<file path="src/rtl/uart9_csr.sv">
module uart9_csr #(
  parameter int FIFO_DEPTH = 2,
  parameter int OVS        = 16
) (
  input  logic       clk,
  input  logic       rst_n,
  input  logic       tick16,
  input  logic       xbit_en,
  input  logic       par_en,
  input  logic       par_odd,
  input  logic       rxd,
  output logic       txd,
  input  logic       reg_wr,
  input  logic [7:0] reg_wdata,
  output logic [7:0] reg_rdata,
  input  logic       tx_strobe,
  input  logic [7:0] tx_data,
  output logic       tx_busy,
  input  logic       rx_pop,
  output logic [7:0] rx_data,
  output logic       rx_avail,
  output logic       irq
);
  localparam int AW   = (FIFO_DEPTH > 1) ? $clog2(FIFO_DEPTH) : 1;
  localparam int CW   = $clog2(FIFO_DEPTH + 1) + 1;
  localparam int TW   = $clog2(OVS);
  localparam int HALF = OVS / 2 - 1;

  typedef enum logic [1:0] {RX_IDLE, RX_START, RX_BITS} rx_st_t;

  logic ovr, perr, ren, tbx, rbx, ti, ri;
  logic unused_bit5;
  assign unused_bit5 = reg_wdata[5];

  wire nine_on = xbit_en | par_en;

  // transmitter
  logic [10:0]   tx_sh;
  logic [3:0]    tx_idx;
  logic [TW-1:0] tx_tc;
  wire  [3:0]    tx_nb   = nine_on ? 4'd11 : 4'd10;
  wire           tx_nine = par_en ? (^tx_data ^ par_odd) : tbx;
  wire           tx_go   = tx_strobe && !tx_busy;
  wire           tx_step = tx_busy && tick16 && (tx_tc == TW'(OVS - 1));
  wire           ti_set  = tx_step && (tx_idx + 4'd1 == tx_nb - 4'd1);

  always_ff @(posedge clk or negedge rst_n) begin
    if (!rst_n) begin
      tx_busy <= 1'b0;
      tx_sh   <= '1;
      tx_idx  <= '0;
      tx_tc   <= '0;
    end else if (tx_go) begin
      tx_busy <= 1'b1;
      tx_sh   <= nine_on ? {1'b1, tx_nine, tx_data, 1'b0} : {2'b11, tx_data, 1'b0};
      tx_idx  <= '0;
      tx_tc   <= '0;
    end else if (tx_busy && tick16) begin
      if (tx_step) begin
        tx_tc  <= '0;
        tx_sh  <= {1'b1, tx_sh[10:1]};
        tx_idx <= tx_idx + 4'd1;
        if (tx_idx + 4'd1 == tx_nb) tx_busy <= 1'b0;
      end else begin
        tx_tc <= tx_tc + TW'(1);
      end
    end
  end

  assign txd = tx_busy ? tx_sh[0] : 1'b1;

  // receiver
  rx_st_t        rx_st;
  logic [2:0]    rx_sync;
  logic [TW-1:0] rx_tc;
  logic [3:0]    rx_idx;
  logic [8:0]    rx_buf;
  wire           rx_s    = rx_sync[1];
  wire           rx_q    = rx_sync[2];
  wire  [3:0]    rx_nb   = nine_on ? 4'd9 : 4'd8;
  wire           rx_done = (rx_st == RX_BITS) && tick16 && (rx_tc == TW'(OVS - 1)) && (rx_idx == rx_nb);
  wire  [8:0]    rx_word = {nine_on ? rx_buf[8] : 1'b0, rx_buf[7:0]};

  always_ff @(posedge clk or negedge rst_n) begin
    if (!rst_n) begin
      rx_sync <= 3'b111;
      rx_st   <= RX_IDLE;
      rx_tc   <= '0;
      rx_idx  <= '0;
      rx_buf  <= '0;
    end else begin
      rx_sync <= {rx_sync[1:0], rxd};
      case (rx_st)
        RX_IDLE:
          if (ren && rx_q && !rx_s) begin
            rx_st <= RX_START;
            rx_tc <= '0;
          end
        RX_START:
          if (tick16) begin
            if (rx_tc == TW'(HALF)) begin
              rx_tc  <= '0;
              rx_idx <= '0;
              rx_st  <= rx_s ? RX_IDLE : RX_BITS;
            end else begin
              rx_tc <= rx_tc + TW'(1);
            end
          end
        RX_BITS:
          if (tick16) begin
            if (rx_tc == TW'(OVS - 1)) begin
              rx_tc <= '0;
              if (rx_idx == rx_nb) begin
                rx_st <= RX_IDLE;
              end else begin
                rx_buf[rx_idx] <= rx_s;
                rx_idx         <= rx_idx + 4'd1;
              end
            end else begin
              rx_tc <= rx_tc + TW'(1);
            end
          end
        default: rx_st <= RX_IDLE;
      endcase
    end
  end

  // receive queue
  logic [8:0]    fq [FIFO_DEPTH];
  logic [AW-1:0] wp, rp;
  logic [CW-1:0] cnt;

  function automatic logic [AW-1:0] nxt(input logic [AW-1:0] p);
    return (p == AW'(FIFO_DEPTH - 1)) ? '0 : p + AW'(1);
  endfunction

  function automatic logic bad_par(input logic [8:0] w, input logic odd);
    return (^w[7:0] ^ w[8]) != odd;
  endfunction

  wire f_empty   = (cnt == '0);
  wire f_full    = (cnt == CW'(FIFO_DEPTH));
  wire push      = rx_done && !f_full;
  wire pop       = rx_pop && !f_empty;
  wire ovr_set   = rx_done && f_full;
  wire head_q    = pop && (cnt >= CW'(2));
  wire head_in   = push && (f_empty || (cnt == CW'(1) && pop));
  wire perr_set  = par_en && ((head_q && bad_par(fq[nxt(rp)], par_odd)) ||
                              (head_in && bad_par(rx_word, par_odd)));

  always_ff @(posedge clk) if (push) fq[wp] <= rx_word;

  always_ff @(posedge clk or negedge rst_n) begin
    if (!rst_n) begin
      wp  <= '0;
      rp  <= '0;
      cnt <= '0;
    end else begin
      if (push) wp <= nxt(wp);
      if (pop)  rp <= nxt(rp);
      cnt <= cnt + CW'(push) - CW'(pop);
    end
  end

  assign rx_data  = fq[rp][7:0];
  assign rx_avail = !f_empty;

  // control/status byte
  wire clr7 = reg_wr && !reg_wdata[7];
  wire clr6 = reg_wr && !reg_wdata[6];
  wire clr1 = reg_wr && !reg_wdata[1];
  wire clr0 = reg_wr && !reg_wdata[0];

  always_ff @(posedge clk or negedge rst_n) begin
    if (!rst_n) begin
      ovr <= 1'b0; perr <= 1'b0; ren <= 1'b0; tbx <= 1'b0;
      rbx <= 1'b0; ti   <= 1'b0; ri  <= 1'b0;
    end else begin
      ovr  <= ovr_set  | (ovr  & ~clr7);
      perr <= perr_set | (perr & ~clr6);
      ti   <= ti_set   | (ti   & ~clr1);
      ri   <= rx_done  | (ri   & ~clr0);
      if (reg_wr) begin
        ren <= reg_wdata[4];
        tbx <= reg_wdata[3];
        rbx <= reg_wdata[2];
      end
      if (rx_done) rbx <= xbit_en ? rx_buf[8] : rx_s;
    end
  end

  assign reg_rdata = {ovr, perr, 1'b1, ren, tbx, rbx, ti, ri};
  assign irq       = ti | ri;

  AST_START_LOW:  assert property (@(posedge clk) disable iff (!rst_n) tx_busy && tx_idx == 4'd0 |-> !txd);
  AST_TX_IGNORED: assert property (@(posedge clk) disable iff (!rst_n) tx_busy && tx_strobe && !tick16 |=> $stable(tx_sh));
  AST_TI_AT_STOP: assert property (@(posedge clk) disable iff (!rst_n) $rose(ti) |-> tx_busy && txd);
  AST_FIFO_BOUND: assert property (@(posedge clk) disable iff (!rst_n) cnt <= CW'(FIFO_DEPTH));
  AST_FULL_DROP:  assert property (@(posedge clk) disable iff (!rst_n) rx_done && f_full && !rx_pop |=> $stable(cnt));
  AST_OVR_HOLDS:  assert property (@(posedge clk) disable iff (!rst_n) ovr && !clr7 |=> ovr);
  AST_PERR_HOLDS: assert property (@(posedge clk) disable iff (!rst_n) perr && !clr6 |=> perr);
  AST_REN_GATES:  assert property (@(posedge clk) disable iff (!rst_n) rx_st == RX_IDLE && !ren |=> rx_st == RX_IDLE);
endmodule

</file>
<file path="config.mk">
export PLATFORM = sky130hd
export DESIGN_NAME = uart9_csr
export DESIGN_NICKNAME = d
export VERILOG_FILES = /design/src/rtl/uart9_csr.sv
export SDC_FILE = /design/constraint.sdc
export NUM_CORES = 1
export LEC_CHECK = 0
export ABC_AREA = 1
export CORE_ASPECT_RATIO = 1.75
export CORE_MARGIN = 8
export CORE_UTILIZATION = 30
export CTS_BUF_LIST = sky130_fd_sc_hd__clkbuf_4 sky130_fd_sc_hd__clkbuf_8
export CTS_CLUSTER_DIAMETER = 150
export DETAILED_ROUTE_END_ITERATION = 8
export PLACE_DENSITY = 0.59
export SLEW_MARGIN = 20
export SYNTH_ARGS = -nofsm -noshare
export SYNTH_HDL_FRONTEND = slang
export SYNTH_SLANG_ARGS = --single-unit
</file>
<file path="constraint.sdc">
create_clock -name clk -period 2.3 [get_ports clk]
set_input_delay 0.345 -clock clk [delete_from_list [all_inputs] [get_ports clk]]
set_output_delay 0.345 -clock clk [all_outputs]
set_load 0.02 [all_outputs]
</file>
# Word-level counts from Yosys, hierarchy flattened

Memory sizes are Yosys's and may differ from the RTL's.
Cells that the tools add are included.
W data, S select, Z words.

Flip-flop bits (word level): 54
RAM bits: 18
Input port bits: 26
Output and inout bits: 20
Logic and storage cells: 168
Memories kept: 1

Memory list:

| name | depth | width | rd ports | clocked after Yosys merged registers in | write ports | RTL line | source |
|---|---|---|---|---|---|---|---|
| fq   | 2     | 9     | 2        | 0                                       | 1           | 129      | `logic [8:0] fq [FIFO_DEPTH];` |

$add $sub $neg: 9
Magnitude comparators: 3
Eq/ne operators: 19
Multiplexer cells: 49
Bitwise gates (word level): 18
Reduce and logical (&&, ||, !) cells: 50

Operators by type and width:

| kind                  | count |
|---|---|
| $mux W4               | 16 |
| $mux W11              | 3 |
| $reduce_xor A8 Y1     | 3 |
| $logic_and A1 B1 Y1   | 23 |
| $mux W1               | 17 |
| $add A4 B1 Y4 const B | 4 |
| $mux W2               | 7 |
| $eq A4 B4 Y1          | 3 |
| $pmux W4 S3           | 1 |
| $reduce_and A6 Y1     | 2 |
| $mux W10              | 1 |
| $ne A2 B2 Y1 const B  | 5 |
| $reduce_bool A2 Y1    | 5 |
| $bwmux W9             | 1 |
| $eq A4 B4 Y1 const B  | 2 |
| $logic_not A1 Y1      | 8 |
| $pmux W4 S2           | 1 |
| $reduce_and A4 Y1     | 2 |
| $or A1 B1 Y1          | 6 |
| $pmux W2 S3           | 1 |
| $lt A4 B5 Y1 const B  | 1 |
| $not A1 Y1            | 5 |
| $and A1 B1 Y1         | 4 |
| $demux W1 S4          | 1 |
| other kinds (20)      | 26 |

# Longest topological paths before layout

Word-level depth: 10
Depth in mapped cells: 16
Gate-level depth less buffers: 15

# Worst setup path after synthesis

OpenSTA, ideal clock, no wires.

Kind: flip-flop to flip-flop
Start point: reg rx_idx[0]
End point: reg cnt[2]
Library setup time: 122 ps
Arrival time: 2162 ps
Required time: 2178 ps
Path slack: 16 ps
Stages on the path, launching flop included: 11
Clock period less this slack: 2284 ps
Path through: dfrtp_1 inv_2 xor2_2 nor3_4 nand4_1 ha_1 inv_1 ha_1 inv_1 fa_1 xor2_1

Cells in the longest elaborated chain, start to end: 5

RTL lines:

| element                | RTL line | source |
|---|---|---|
| start, declared        | 76       | `logic [3:0] rx_idx;` |
| start signal, assigned | 117      | `rx_idx <= rx_idx + 4'd1;` |
| $eq A4 B4 Y1           | 81       | `wire rx_done = (rx_st == RX_BITS) && tick16 && (rx_tc == TW'(OVS - 1)) && (rx_idx == rx_nb);` |
| $logic_and A1 B1 Y1    | 81       |  |
| $logic_and A1 B1 Y1    | 143      | `wire push = rx_done && !f_full;` |
| $add A3 B1 Y3          | 161      | `cnt <= cnt + CW'(push) - CW'(pop);` |
| $sub A3 B1 Y3          | 161      |  |
| end signal, assigned   | 161      |  |
| end, declared          | 131      | `logic [CW-1:0] cnt;` |

Every way passes these cells.
A chain may end at the register's enable or synchronous reset.

# Worst setup path after layout

Start point: reg rx_tc[0]
End point: reg cnt[2]

Cells in the longest elaborated chain, start to end: 6

RTL lines:

| element                           | RTL line | source |
|---|---|---|
| start, declared                   | 75       | `logic [TW-1:0] rx_tc;` |
| start signal, assigned            | 106      | `rx_tc <= rx_tc + TW'(1);` |
| start signal, assigned            | 120      | `rx_tc <= rx_tc + TW'(1);` |
| $eq A4 B4 Y1                      | 81       |  |
| $logic_and A1 B1 Y1 (2 in series) | 81       |  |
| $logic_and A1 B1 Y1               | 143      |  |
| $add A3 B1 Y3                     | 161      |  |
| $sub A3 B1 Y3                     | 161      |  |

Every way passes these cells.

==> results.cfg <==
[logic_synthesis]
synth_edf_count = 18
netlist.area_leader.share_pct = 24.5
synth.yosys.seq_area_share_pct = 46.1
synth_area_leaders = dfrtp_1 (24%), nand2_1 (15%), edfxtp_1 (13%), dfstp_2 (8.4%), inv_1 (6.5%)
synth.distinct_cells = 40
syn_inst = 499
synth_commonest_cells = nand2_1 (166), inv_1 (71), dfrtp_1 (40), o21ai_0 (36), nor2_1 (21)
synth_nets = 539
netlist.top_cell.by_area = dfrtp_1
syn_area_per_cell_um2 = 8.19
synth_seq_cells = 71
ys_warn_count = 0
synth_area_um2 = 4090
yosysMostFrequentCell = nand2_1
synth-async-reset-ratio_pct = 74.6
synthFlopType = dfrtp_1

[worst_hold_path]
hp-class = flip-flop to flip-flop

[global_route]
globalRoute.totalOverflow = 0
grt_usage_pct = 10.5
grt_pass1_wl_mm = 15.0
antenna_found_initial = 0
grt_pass1_vias = 3275
grt_start_max_net_pins = 37

[power_and_ir_drop]
clkPwrFrac_pct = 19.5
ir_worst_vdd_mv = 0.372
p_sw_share_pct = 39.6
p_int_mw = 2.65
power_density_nw_per_um2 = 879
power.switching_mw = 1.74
power_frac_seq_pct = 39.4
comb_power_share_pct = 41.1
p_leak_nw = 2.38

[timing]
final_max_slew_viol_count = 0
max_freq_ghz = 0.458
tightest_slew_ns = 0.614
fin_crit_sh_pct = 94.9
hold_ws_ns = 0.359
hold_viol = 0
period_needed_ns = 2.18
worst_slack_ns = 0.118
max-slew-margin-rel_pct = 59.0
finalClockSkew_ns = 0.0158
setup_violations = 0

[clock_network]
clock_sinks = 71
cts-root-buf = clkbuf_8
cts_tree = yes
clkLatencyLatePin_ns = 0.35
htreeDepth = 3
numCtsBuffers = 9
clkSlewWorstSetupHoldPaths_ns = 0.08
cts_max_path_buffers = 2

[floorplan]
ios = 46
die_height_um = 170
fp.dieW_um = 104
core_region_area_um2 = 13400
core.rowCount = 56
die_area_um2 = 17800
start_util_pct = 30.5

[critical_path]
worstSetupStartpointType = flip-flop
crit_top_cell = ha_1
critPathArrivalTime_ns = 2.41
worstSetupPathType = flip-flop to flip-flop
crit_fanout = 4
path_cells = ha_1 > nand2_2 > nor3_4 > nand4_1 > ha_1 > inv_1 > ha_1 > inv_1 > fa_1 > xor2_1
cp-end-kind = flip-flop
cpMaxStageDelayCell = dfrtp_1
slowest_delay_ns = 0.37
rrSetupSlack_ns = 0.12
required_ns = 2.53

[place]
portBuffers = 43
dp_slack_ns = -0.423
gp_congestion = 0.794
hpwl_mm = 7.35

[flow_run]
max-cap-violations = 0

[route]
wl_per_cell_um = 12.5
drt_wl_total_mm = 9.21
via_count = 3326
vias_per_cell = 4.51
drcViolationCount = 0
drt-initial-drc-count = 95
ant_nets = 0
drt_pass1_iterations = 4

[final_layout]
layout.nets = 599
syn2layout_area_growth_pct = 22.1
drive_gt1_share_pct = 13.8
antenna_cells = 0

[run_status]
outcome = complete, no violations
layout by cell type, fill, tap and decap left out, types with 2 or more instances in the layout:
cell	count
nand2_2	3
o211ai_1	4
xnor2_1	13
a22oi_1	4
xor2_1	11
dfrtp_1	40
buf_4	18
nor2_2	3
clkbuf_8	9
o22ai_1	4
clkinv_2	4
inv_2	3
a21oi_1	16
dlymetal6s2s_1	2
nor2_4	2
edfxtp_1	18
o21ai_0	36
clkdlybuf4s50_1	40
nor2_1	21
ha_1	13
nor3_2	10
nand2_1	164
nor3_4	3
or2_2	3
dfstp_2	13
inv_1	71
nand4_1	2
nand3_1	14
state kept, by name, indices dropped and copies added, names as in the netlist, 2 cells and up:
| signal | cells |
|---|---|
| rx_tc | 4 |
| rx_buf | 9 |
| rx_sync | 3 |
| fq | 18 |
| rx_idx | 4 |
| tx_idx | 4 |
| tx_tc | 4 |
| rx_st | 2 |
| cnt | 3 |
| tx_sh | 10 |
through the flow:
step / instance area (µm²) / power, mW / setup TNS [ns] / instances / util, %
2_1_floorplan: 4090 / 2.99 / 0 / 499 / -
6_report: 4990 / 4.39 / 0 / 738 / 37.3
5_1_grt: 4990 / 4.75 / -0.00377 / 738 / 37.3
3_3_place_gp: 4760 / 3.48 / -0.685 / 717 / 35.6
3_5_place_dp: 4760 / 3.55 / -0.821 / 717 / 35.6
4_1_cts: 4970 / 4.44 / 0 / 738 / 37.2
repair_timing:
| item | CTS | global route |
|---|---|---|
| hold endpoints to repair | 5 | 0 |
| setup buffers | 4 | 0 |
| pin swaps | 3 | 2 |
| hold buffers | 1 | 0 |
| setup endpoints to repair | 2 | 2 |
| cloned | 0 | 0 |
| gates resized for setup | 1 | 5 |
metal layers:
metal  GRT usage [%]  vias to the layer above  part of all wire, %
li1                -                     1693                    -
met1            10.4                     1572                   39
met2            20.0                       44                   56
met3            1.97                       17                  1.9
met4            6.08                        0                  3.1
met5               0                        -                    0
critical path, delay by kind of cell (launching register included):
| family | cells | cell delay [ns] |
|---|---|---|
| DFF | 1 | 0.37 |
| adders and majority gates | 4 | 1.01 |
| xor gates and xnor gates | 1 | 0.17 |
| and+or+nand+nor | 3 | 0.41 |
| buffers and inverters | 2 | 0.11 |
path summary, 6_finish.rpt:
path / start / to / cells past startpoint
max: rx_tc[0] / cnt[2] / 10
min in group asynchronous: rst_n / ren / 2
max in group asynchronous: rst_n / cnt[1] / 3
min reg2reg: rx_sync[0] / rx_sync[1] / 0
max reg2reg: rx_tc[0] / cnt[2] / 10
min: rx_sync[0] / rx_sync[1] / 0
cell type report:
type,instances,area (µm²)
Clock inverter,7,40.0
Fill cell,1395,8390
Inverter,74,278
Sequential cell,71,1880
Clock buffer,9,124
Multi-Input combinational cell,340,1850
Timing Repair Buffer,63,596
Tap cell,174,218
kinds of logic (layout without fill, tap and decap cells):
family | count (synthesis) | after routing | synth area share (%)
compound gates | 71 | 71 | 9.80
xor+xnor | 25 | 25 | 5.54
fa+ha+maj | 14 | 14 | 4.47
buf+inv | 88 | 153 | 9.00
flops | 71 | 71 | 46.1
other cells | 1 | 1 | 0.0918
simple gates | 229 | 229 | 25.0
power by group through the flow:
| stage | clock [mW] | combinational [mW] | sequential, mW |
|---|---|---|---|
| final | 0.857 | 1.80 | 1.73 |
| after global routing | 0.942 | 2.05 | 1.76 |
| after CTS | 0.885 | 1.83 | 1.73 |
| after detailed placement | 0 | 1.79 | 1.76 |
| after global placement | 0 | 1.73 | 1.74 |
| after floorplan | 0 | 1.27 | 1.73 |
Note: power is estimated with default switching activity, not from simulation.
